==> src/rtl/intv_pkg.sv <==
package intv_pkg;
  typedef enum logic [1:0] {
    SEL_MODE = 2'd0,
    SEL_REF  = 2'd1,
    SEL_FLAG = 2'd2,
    SEL_CNT  = 2'd3
  } sel_e;

  localparam int MB_RUN   = 7;
  localparam int MB_CLKON = 6;
  localparam int MB_DIVHI = 5;
  localparam int MB_DIVLO = 4;
  localparam int MB_START = 3;
  localparam int MB_CNTEN = 2;

  localparam int FB_EN  = 0;
  localparam int FB_REQ = 1;
endpackage

==> src/rtl/intv_prescaler.sv <==
module intv_prescaler #(
  parameter int PRE_W = 10,
  parameter int STEP  = 2
) (
  input  logic       clk,
  input  logic       rst,
  input  logic       clr,
  input  logic       run,
  input  logic [1:0] sel,
  output logic       pulse
);
  localparam int NSEL = 4;

  logic [PRE_W-1:0] pre;
  logic [PRE_W-1:0] mask [NSEL];

  // selector g keeps PRE_W - STEP*g low bits: larger code, shorter period
  for (genvar g = 0; g < NSEL; g++) begin : g_mask
    assign mask[g] = {PRE_W{1'b1}} >> (STEP * g);
  end

  always_ff @(posedge clk) begin
    if (rst || clr) pre <= '0;
    else if (run)   pre <= pre + 1'b1;
  end

  assign pulse = run && ((pre & mask[sel]) == mask[sel]);


  pulse_gap_chk: assert property (@(posedge clk) disable iff (rst)
    pulse |=> !pulse);
endmodule

==> src/rtl/intv_counter.sv <==
module intv_counter #(
  parameter int W = 16
) (
  input  logic         clk,
  input  logic         rst,
  input  logic         clr,
  input  logic         tick,
  input  logic [W-1:0] ref_val,
  output logic [W-1:0] count,
  output logic         hit,
  output logic         tog
);
  assign hit = tick && !clr && (count == ref_val);

  always_ff @(posedge clk) begin
    if (rst || clr)  count <= '0;
    else if (hit)    count <= '0;
    else if (tick)   count <= count + 1'b1;
  end

  always_ff @(posedge clk) begin
    if (rst || clr) tog <= 1'b0;
    else if (hit)   tog <= ~tog;
  end


  count_hold_chk: assert property (@(posedge clk) disable iff (rst)
    (!tick && !clr) |=> $stable(count));


  match_wrap_chk: assert property (@(posedge clk) disable iff (rst)
    (tick && !clr && count == ref_val) |=> (count == '0));


  tog_flip_chk: assert property (@(posedge clk) disable iff (rst)
    hit |=> (tog != $past(tog)));
endmodule

==> src/rtl/intv_regs.sv <==
module intv_regs
  import intv_pkg::*;
#(
  parameter int W      = 16,
  parameter int MODE_W = 8
) (
  input  logic              clk,
  input  logic              rst,
  input  logic              wr_en,
  input  logic [1:0]        wr_sel,
  input  logic [W-1:0]      wr_data,
  input  logic              hit,
  output logic [MODE_W-1:0] mode,
  output logic [W-1:0]      ref_val,
  output logic              ie,
  output logic              req,
  output logic              start
);
  localparam logic [MODE_W-1:0] KEEP = ~(MODE_W'(1) << MB_START);

  logic wr_mode, wr_ref, wr_flag;

  assign wr_mode = wr_en && (wr_sel == SEL_MODE);
  assign wr_ref  = wr_en && (wr_sel == SEL_REF);
  assign wr_flag = wr_en && (wr_sel == SEL_FLAG);
  assign start   = wr_mode && wr_data[MB_START];

  always_ff @(posedge clk) begin
    if (rst)          mode <= '0;
    else if (wr_mode) mode <= wr_data[MODE_W-1:0] & KEEP;
  end

  always_ff @(posedge clk) begin
    if (rst)         ref_val <= '0;
    else if (wr_ref) ref_val <= wr_data;
  end

  always_ff @(posedge clk) begin
    if (rst)          ie <= 1'b0;
    else if (wr_flag) ie <= wr_data[FB_EN];
  end

  // priority: reset/start clear, then match, then software write
  always_ff @(posedge clk) begin
    if (rst || start) req <= 1'b0;
    else if (hit)     req <= 1'b1;
    else if (wr_flag) req <= wr_data[FB_REQ];
  end


  req_set_chk: assert property (@(posedge clk) disable iff (rst)
    hit |=> req);


  start_bit_chk: assert property (@(posedge clk) disable iff (rst)
    wr_mode |=> !mode[MB_START]);
endmodule

==> src/rtl/intv_timer.sv <==
module intv_timer
  import intv_pkg::*;
#(
  parameter int W      = 16,
  parameter int MODE_W = 8,
  parameter int PRE_W  = 10,
  parameter int STEP   = 2
) (
  input  logic         clk,
  input  logic         rst,
  input  logic         wr_en,
  input  logic [1:0]   wr_sel,
  input  logic [W-1:0] wr_data,
  input  logic [1:0]   rd_sel,
  output logic [W-1:0] rd_data,
  output logic         irq,
  output logic         tog_out
);
  logic [MODE_W-1:0] mode;
  logic [W-1:0]      ref_val;
  logic [W-1:0]      count;
  logic              ie, req, start, pulse, tick, hit;

  intv_regs #(.W(W), .MODE_W(MODE_W)) u_regs (
    .clk(clk), .rst(rst), .wr_en(wr_en), .wr_sel(wr_sel), .wr_data(wr_data),
    .hit(hit), .mode(mode), .ref_val(ref_val), .ie(ie), .req(req),
    .start(start)
  );

  intv_prescaler #(.PRE_W(PRE_W), .STEP(STEP)) u_pre (
    .clk(clk), .rst(rst), .clr(start), .run(mode[MB_CLKON]),
    .sel(mode[MB_DIVHI:MB_DIVLO]), .pulse(pulse)
  );

  assign tick = pulse && mode[MB_RUN] && mode[MB_CNTEN];

  intv_counter #(.W(W)) u_cnt (
    .clk(clk), .rst(rst), .clr(start), .tick(tick), .ref_val(ref_val),
    .count(count), .hit(hit), .tog(tog_out)
  );

  assign irq = req && ie;

  always_comb begin
    case (rd_sel)
      SEL_MODE: rd_data = {{(W-MODE_W){1'b0}}, mode};
      SEL_REF:  rd_data = ref_val;
      SEL_FLAG: rd_data = {{(W-2){1'b0}}, req, ie};
      default:  rd_data = count;
    endcase
  end


  start_clear_chk: assert property (@(posedge clk) disable iff (rst)
    start |=> (count == '0 && !tog_out && !irq));


  gate_hold_chk: assert property (@(posedge clk) disable iff (rst)
    (!start && !(mode[MB_RUN] && mode[MB_CNTEN])) |=> $stable(count));
endmodule

==> config.mk <==
export PLATFORM = sky130hd
export DESIGN_NAME = intv_timer
export DESIGN_NICKNAME = d
export VERILOG_FILES = /design/src/rtl/intv_pkg.sv /design/src/rtl/intv_prescaler.sv /design/src/rtl/intv_counter.sv /design/src/rtl/intv_regs.sv /design/src/rtl/intv_timer.sv
export SDC_FILE = /design/constraint.sdc
export NUM_CORES = 1
export LEC_CHECK = 0
export BUFFER_PORTS_ARGS = -buffer_cell sky130_fd_sc_hd__buf_2
export CORE_ASPECT_RATIO = 2
export CORE_UTILIZATION = 45
export CTS_CLUSTER_SIZE = 28
export DETAILED_ROUTE_END_ITERATION = 10
export PLACE_DENSITY = 0.7
export SKIP_CTS_REPAIR_TIMING = 1
export SLEW_MARGIN = 20
export SYNTH_ARGS = -nofsm -noshare
export SYNTH_HDL_FRONTEND = slang
export SYNTH_SLANG_ARGS = --single-unit
==> constraint.sdc <==
create_clock -name clk -period 2.5 [get_ports clk]
set_input_delay 0.25 -clock clk [delete_from_list [all_inputs] [get_ports clk]]
set_output_delay 0.25 -clock clk [all_outputs]
set_load 0.01 [all_outputs]
# After elaboration in Yosys (flattened, before gate mapping)
# Cells that the tools add are included.
dict set report op_classes {
  addsub 2
  magnitude_cmp 1
  eq_ne 6
  muxes 6
  bitwise 3
  n_reduce_logical 16
}
# operator n
set op_table {}
lappend op_table {{$pmux 16 s3} 1}
lappend op_table {{$bmux 10 s2} 1}
lappend op_table {{$mux 10} 2}
lappend op_table {{$add 16x1->16 const B} 1}
lappend op_table {{$eq 16x16->1} 1}
lappend op_table {{$add 10x1->10 const B} 1}
lappend op_table {{$and 10x10->10} 1}
lappend op_table {{$eq 10x10->1} 1}
lappend op_table {{$logic_and 1x1->1} 10}
lappend op_table {{$eq 2x1->1 const B} 2}
lappend op_table {{$eq 2x2->1 const B} 2}
lappend op_table {{$logic_not 2->1} 2}
lappend op_table {{$ge 3x3->1 const B} 1}
lappend op_table {{$not 2->3} 1}
lappend op_table {{$mux 1} 2}
lappend op_table {{$reduce_bool 2->1} 1}
lappend op_table {{$reduce_or 2->1} 1}
lappend op_table {{$logic_not 1->1} 1}
lappend op_table {{$logic_or 1x1->1} 1}
lappend op_table {{$not 1->1} 1}
dict set report totals {
  regBits 52
  inputBits 23
  output_inout_bits 18
  word_cells 41
}

# Logic depth before layout (Yosys ltp)
# Gate-level depths: netlist of the first run.
dict set report logic_depth {
  depth_word 12
  depth_mapped 7
  depth_no_buf 6
}

# Cells and area by module
# Synthesis of the first run repeated with hierarchy kept, for this count alone.
dict set report unflattened {
  hier_cells 307
  hier_area_um2 2708.8
}
# mod instances cells_per_inst area_per_inst_um2 seq_area_each_um2
set by_module_without_submodules {}
lappend by_module_without_submodules {intv_regs 1 106 947.2 500.5}
lappend by_module_without_submodules {intv_counter 1 107 938.4 340.3}
lappend by_module_without_submodules {intv_prescaler 1 56 474.2 200.2}
lappend by_module_without_submodules {intv_timer 1 38 349.1 0.0}

# Worst setup path before layout of the first run
# Ideal clock, no wire load.
dict set report synth_timing {
  path_type {reg2reg}
  startpoint {register u_pre.pre[0]}
  endpoint {register u_cnt.count[4]}
  setup_ns 0.070
  arrival_time_ns 1.676
  required_time_ns 2.430
  slack_ns 0.755
  path_stages_with_launch 7
  path_buffers 0
  synth_period_minus_slack_ns 1.745
  cell_sequence {dfxtp_1 -> ha_1 -> nand4_4 -> nor3_4 -> nand4_2 -> or3b_1 -> a21oi_1}
}
dict set report synth_via {
  elab_chain_len 8
}
# item line_no
set synth_rtl {}
lappend synth_rtl {{start, declared} intv_prescaler.sv:14} ;# logic [PRE_W-1:0] pre;
lappend synth_rtl {{start signal, assigned} intv_prescaler.sv:24} ;# else if (run) pre <= pre + 1'b1;
lappend synth_rtl {{$and 10x10->10 (*)} intv_prescaler.sv:27} ;# assign pulse = run && ((pre & mask[sel]) == mask[sel]);
lappend synth_rtl {{$eq 10x10->1 (*)} intv_prescaler.sv:27}
lappend synth_rtl {{$logic_and 1x1->1 (*)} intv_prescaler.sv:27}
lappend synth_rtl {{$logic_and 1x1->1 (*) (2 in a row)} intv_timer.sv:35} ;# assign tick = pulse && mode[MB_RUN] && mode[MB_CNTEN];
lappend synth_rtl {{$logic_and 1x1->1 (2 in a row)} intv_counter.sv:13} ;# assign hit = tick && !clr && (count == ref_val);
lappend synth_rtl {{$reduce_or 2->1 (no source line)} n/a}
lappend synth_rtl {{end signal, assigned} intv_counter.sv:18} ;# else if (tick) count <= count + 1'b1;
lappend synth_rtl {{end, declared} intv_counter.sv:9} ;# output logic [W-1:0] count,
# Mark *: on every way between the ends. The rest lies on a longest branch, timed or not.
# A chain may end at the register's enable or synchronous reset.

# Worst setup path after layout of the first run
dict set report layout_timing {
  startpoint {register u_cnt.count[4]}
  endpoint {register u_cnt.count[10]}
}
dict set report layout_via {
  elab_chain_len 3
  elab_cells_between_ends 4
  classes_between {1 x add/sub; 1 x eq/ne; 2 x reduce/logical}
}
# item
set layout_rtl {}
lappend layout_rtl {{branches (longest 3 deep; another with $add 16x1->16)}}
# Parallel ways; which one is timed is not known.

==> reports/summary.txt, run 1 <==
DRT iter0 DRCs: 87
Initial Util: 46.5%
FMAX: 499 MHz
Max clock buf depth: 2
Die Wd: 57.5 um
slowest cell on the critical path: or4_4
Mapped Cells: 313
pre-CTS setup slack: 0.525 ns
Primary FF master, synth: dfxtp_1
multi-input combinational cell area: 0.00160 mm2
Power Density: 542 mW/mm2
pin count of the biggest net entering global routing: 26
number of CTS-inserted buffers: 5
initial antenna violation count: 0
Seq/Total Area, Yosys: 37.6%
DRC: 1
IO Pins: 41
first-pass GRT wire length: 10800 um
num rows: 40
Max Slew Vio Count: 0
fraction of layout cells with a size suffix above 1: 22.1%
Final Critical Period: 2.00 ns
Psw: 0.394 mW
DIE HEIGHT: 113 um
synthesized area per cell: 8.85 um2
Async SR Flop Fraction: 0%
WHS: 0.197 ns
total number of yosys warnings: 0
commonest non-fill, non-tap cell in the layout: dfxtp_1
failing checks: DRC
syn_nets: 338
CTS H-tree depth: 2
final wirelength: 6720 um
total iterations of the first detailed-routing run: 7
Clock Sink Count: 52
fin nets: 373
Post-Syn Area: 0.00277 mm2
Worst Setup Start Kind: flop
filler cell count in the final layout: 581
CP cell instances: xnor2_1 > nand4_2 > or4_4 > o21bai_4 > buf_4 > a21oi_1
Max-cap violations: 0
Root Buffer: clkbuf_16
post-DP HPWL: 5270 um
IO Port Bufs: 40
area delta synth->final: 13.3%
core footprint: 0.00596 mm2
slowest stage delay, CP: 0.53 ns
Hold Path Class: in -> reg
Hold Fails Final Rpt: 0
CP max FO: 13
P_int: 1.31 mW
Least-Margin Pin Slew: 0.640 ns
Clock Latency Late Sink: 0.29 ns
Setup Crit Path Kind: reg -> reg
Post-Layout Cell Count: 412
DR vias: 2333
part of the power in registers: 50.4%
gpl congestion: 0.861
finished layout cell area: 0.00314 mm2
Sw Share: 23.2%
post-route ant nets: 0
placed instance area: 0.00299 mm2
setup ws final: 0.496 ns
setup_tns: 0 ns
register bit total from synthesis: 52
Reg area: 0.00104 mm2
RSZ-0062 raised after global routing: false
cell leakage power: 1.23 nW
status: finished, violations left
CP endpoint kind: flop
Req. time, crit path: 2.68 ns
Setup-failing EPs final: 0
vias in the first global route: 2234
TritonCTS clock tree: done
Vias/cell: 5.66
VDD IR max: 0.622 mV
Worst-path clk slew: 0.07 ns
post-synth cell types: 44
most frequent cells in the layout: 52 x dfxtp_1, 40 x buf_2, 38 x nand2_1
Total Routing Usage GR: 22.2%
Comb pwr share: 8.7%
clock power share: 41.0%
CP Data Arrival Time: 2.18 ns
placed insts: 404
grt ovf: 0
final period utilization: 80.2%
post-DR wirelength/cell: 16.3 um
die area: 0.00650 mm2
clk_skew: 0.00653 ns
EDFF count, synth: 0
Slew HR: 57.2%
Diodes inserted: 0
-- Yosys cell counts, types with 2 or more instances --
| master | n | area, um2 |
|---|---|---|
| nor4_1 | 2 | 12.5 |
| nand2_1 | 38 | 143 |
| nor2_2 | 10 | 62.6 |
| inv_1 | 3 | 11.3 |
| buf_2 | 4 | 20.0 |
| nor3_1 | 2 | 10.0 |
| a21oi_1 | 25 | 125 |
| buf_1 | 3 | 11.3 |
| ha_1 | 2 | 25.0 |
| mux2i_1 | 24 | 240 |
| xnor2_1 | 18 | 158 |
| clkbuf_1 | 8 | 30.0 |
| mux4_2 | 2 | 45.0 |
| nand4_2 | 2 | 25.0 |
| or3_1 | 4 | 25.0 |
| o21a_1 | 2 | 15.0 |
| nand3b_1 | 2 | 15.0 |
| dfxtp_1 | 52 | 1040 |
| o21ai_0 | 11 | 55.1 |
| and3_1 | 3 | 18.8 |
| xor2_1 | 15 | 131 |
| nor2_1 | 22 | 82.6 |
| nand4_1 | 17 | 106 |
| nand3_1 | 12 | 60.1 |
| nor2b_1 | 9 | 56.3 |
| buf_6 | 3 | 33.8 |
-- flip-flops by register name (all words and copies together), names as in the netlist --
| signal | count |
|---|---|
| u_cnt.count | 16 |
| u_regs.ref_val | 16 |
| u_cnt.tog | 1 |
| u_regs.req | 1 |
| u_pre.pre | 10 |
| u_regs.mode | 7 |
| u_regs.ie | 1 |
-- layer usage --
layer / part of all wire [%] / wire, um / vias to the layer above / global-route usage [%]
met1: 36 / 2440 / 1111 / 22.6
met3: 3.4 / 228 / 14 / 2.97
li1: - / - / 1150 / -
met5: 0 / 0 / - / 0
met4: 3.3 / 225 / 0 / 13.3
met2: 57 / 3830 / 58 / 41.1
-- final timing paths --
path,from,end,slack [ns],cells after the start
worst min-delay path,wr_data[15],u_regs.ref_val[15],0.20,3
worst min register to register,u_regs.ref_val[7],u_regs.ref_val[7],0.48,2
worst max-delay path,u_cnt.count[4],u_cnt.count[10],0.50,6
worst max register to register,u_cnt.count[4],u_cnt.count[10],0.50,6
-- cells by family after synthesis --
family	count (synthesis)	share of synthesized area, %
AOI/OAI and AO/OA	42	8.76
buffers and inverters	23	4.65
muxes	26	10.3
DFF	52	37.6
xor gates and xnor gates	34	11.0
and+or+nand+nor	134	26.8
adders and majority gates	2	0.903
-- critical path: cells and delay by family (launching register included) --
| family | cells | cell delay, ns |
|---|---|---|
| and+or+nand+nor | 2 | 0.67 |
| DFF | 1 | 0.51 |
| buffers and inverters | 1 | 0.26 |
| AOI/OAI and AO/OA | 2 | 0.24 |
| xor gates and xnor gates | 1 | 0.21 |
-- metrics by stage --
| step | total power, mW | util [%] |
|---|---|---|
| 6_report | 1.70 | 52.7 |
| 5_1_grt | 1.76 | 52.7 |
| 4_1_cts | 1.71 | 52.7 |
| 3_5_place_dp | 1.02 | 50.3 |
| 3_3_place_gp | 1.02 | 50.3 |
| 2_1_floorplan | 0.972 | - |
-- layout make-up --
cell class                      count  area share [%]
Clock buffer                        8            4.66
Timing Repair Buffer               48            8.29
Multi-Input combinational cell    238            51.0
Sequential cell                    52            33.2
Tap cell                           63            2.51
Inverter                            3           0.359
-- power by group through the flow --
| stage | combinational, mW | clock, mW | sequential, mW |
|---|---|---|---|
| detailed placement | 0.148 | 0 | 0.875 |
| floorplan | 0.102 | 0 | 0.870 |
| finish | 0.147 | 0.696 | 0.856 |
| global placement | 0.147 | 0 | 0.874 |
| CTS | 0.148 | 0.706 | 0.856 |
| global route | 0.161 | 0.738 | 0.857 |
Note: power is estimated with default switching activity, not from simulation.
==> run 2: changes to the inputs <==
--- a/config.mk
+++ b/config.mk
@@ -10,7 +10,7 @@
 export CORE_UTILIZATION = 45
 export CTS_CLUSTER_SIZE = 28
 export DETAILED_ROUTE_END_ITERATION = 10
-export PLACE_DENSITY = 0.7
+export PLACE_DENSITY = 0.73
 export SKIP_CTS_REPAIR_TIMING = 1
 export SLEW_MARGIN = 20
 export SYNTH_ARGS = -nofsm -noshare
==> constraint.sdc (replaced) <==
create_clock -name clk -period 1.8 [get_ports clk]
set_input_delay 0.18 -clock clk [delete_from_list [all_inputs] [get_ports clk]]
set_output_delay 0.18 -clock clk [all_outputs]
set_load 0.01 [all_outputs]
==> reports/summary.txt, run 2 (synthesized netlist as in run 1, its figures left out) <==
status: finished, violations left (unchanged)
failing checks: DRC (unchanged)
CTS H-tree depth: 2 (unchanged)
initial antenna violation count: 0 (unchanged)
DIE HEIGHT: 113 um (unchanged)
critical path's top delay family: simple AND/OR/NAND/NOR gates (unchanged)
fin nets: 414 (was 373)
number of CTS-inserted buffers: 5 (unchanged)
multi-input combinational cell area: 0.00169 mm2 (was 0.00160 mm2)
Initial Util: 46.5% (unchanged)
routed length on met3: 219 um (was 228 um)
gpl congestion: 0.923 (was 0.861)
Diodes inserted: 0 (unchanged)
DRT iter0 DRCs: 43 (was 87)
Req. time, crit path: 1.99 ns (was 2.68 ns)
Die Wd: 57.5 um (unchanged)
Worst-path clk slew: 0.07 ns (about the same)
clk_skew: 0.0105 ns (was 0.00653 ns)
Hold Fails Final Rpt: 0 (unchanged)
VDD IR max: 0.711 mV (was 0.622 mV)
post-DP HPWL: 5570 um (was 5270 um)
vias in the first global route: 2509 (was 2234)
Reg area: 0.00105 mm2 (was 0.00104 mm2)
slowest cell on the critical path: or4_4 (unchanged)
cell leakage power: 1.46 nW (was 1.23 nW)
biggest regs: u_cnt.count: 16 flops, u_regs.ref_val: 16 flops, u_pre.pre: 10 flops (unchanged)
Hold Path Class: in -> reg (unchanged)
Max-cap violations: 0 (unchanged)
DRC: 1 (unchanged)
die area: 0.00650 mm2 (unchanged)
filler cell count in the final layout: 517 (was 581)
most frequent cells in the layout: 47 x buf_4, 46 x dfxtp_1, 40 x buf_2 (was 52 x dfxtp_1, 40 x buf_2, 38 x nand2_1)
post-route ant nets: 0 (unchanged)
Worst Setup Start Kind: flop (unchanged)
Clock Latency Late Sink: 0.30 ns (was 0.29 ns)
WL met2: 4110 um (was 3830 um)
FMAX: 559 MHz (was 499 MHz)
Vias/cell: 5.48 (was 5.66)
total iterations of the first detailed-routing run: 7 (unchanged)
CP cell instances: xnor2_2 > nand4_1 > or4_4 > o21bai_4 > buf_12 > a21oi_1 (was xnor2_1 > nand4_2 > or4_4 > o21bai_4 > buf_4 > a21oi_1)
core footprint: 0.00596 mm2 (unchanged)
placed insts: 442 (was 404)
highest metal used: met4 (unchanged)
Least-Margin Pin Slew: 0.614 ns (was 0.640 ns)
Worst Path Buf+Inv: 1 (unchanged)
RSZ-0062 raised after global routing: true (was false)
CP max FO: 9 (was 13)
commonest non-fill, non-tap cell in the layout: buf_4 (was dfxtp_1)
CP Data Arrival Time: 1.98 ns (was 2.18 ns)
IO Pins: 41 (unchanged)
WHS: 0.121 ns (was 0.197 ns)
final period utilization: 99.4% (was 80.2%)
Total Routing Usage GR: 23.9% (was 22.2%)
Max clock buf depth: 2 (unchanged)
pin count of the biggest net entering global routing: 25 (was 26)
Final Critical Period: 1.79 ns (was 2.00 ns)
Root Buffer: clkbuf_16 (unchanged)
CP endpoint kind: flop (unchanged)
Setup Crit Path Kind: reg -> reg (unchanged)
DR vias: 2481 (was 2333)
Clock Sink Count: 52 (unchanged)
M1 WL: 2700 um (was 2440 um)
Slew HR: 59.1% (was 57.2%)
fraction of layout cells with a size suffix above 1: 34.6% (was 22.1%)
post-DR wirelength/cell: 16.3 um (about the same)
Power Density: 679 mW/mm2 (was 542 mW/mm2)
Post-Layout Cell Count: 453 (was 412)
Max Slew Vio Count: 0 (unchanged)
first-pass GRT wire length: 11700 um (was 10800 um)
Setup-failing EPs final: 0 (unchanged)
num rows: 40 (unchanged)
final wirelength: 7390 um (was 6720 um)
TritonCTS clock tree: done (unchanged)
area delta synth->final: 28.4% (was 13.3%)
grt ovf: 0 (unchanged)
slowest stage delay, CP: 0.56 ns (was 0.53 ns)
IO Port Bufs: 40 (unchanged)
## run 2: final cells by class
| class | count | share of cell area, % |
|---|---|---|
| tap | 63 | 2.22 |
| clock buffer | 6 | 3.90 |
| multi-input combinational | 238 | 47.4 |
| timing repair buffer | 89 | 16.4 |
| inverter | 3 | 0.317 |
| sequential | 52 | 29.5 |
| clock inverter | 2 | 0.281 |
## run 2: tightest hold or removal path: stages
cell and delay [ns]:
buf_2 0.09, nand2_1 0.05, a21oi_1 0.05
## run 2: per-layer routing
layer	track usage [%]	up-vias
met1	23.5	1165
met5	0	-
li1	-	1229
met4	13.8	0
met2	45.0	60
met3	3.66	27
## run 2: worst paths after layout
check / slack [ns] / cells after the start / endpoint / start
worst max-delay path: 0.01 / 6 / u_cnt.count[10] / u_regs.ref_val[10]
worst min-delay path: 0.12 / 3 / u_regs.ref_val[8] / wr_data[8]
worst max register to register: 0.01 / 6 / u_cnt.count[10] / u_regs.ref_val[10]
worst min register to register: 0.49 / 2 / u_regs.ref_val[7] / u_regs.ref_val[7]
## run 2: where the power goes
group	switching [mW]	internal (mW)	total [mW]
Clock	0.427	0.549	0.976
Sequential	0.0182	1.17	1.19
Combinational	0.132	0.120	0.252
## run 2: per-stage QoR
stage	TNS [ns]	total power [mW]	setup WS, ns	utilization [%]	cell area [um2]
4_1_cts	-0.467	2.42	-0.102	57.8	3440
2_1_floorplan	0	1.35	0.0545	-	2770
3_3_place_gp	-0.138	1.45	-0.0575	55.3	3290
6_report	0	2.42	0.0102	59.7	3560
3_5_place_dp	-0.241	1.46	-0.0820	55.3	3290
5_1_grt	-1.01	2.50	-0.0748	59.7	3560
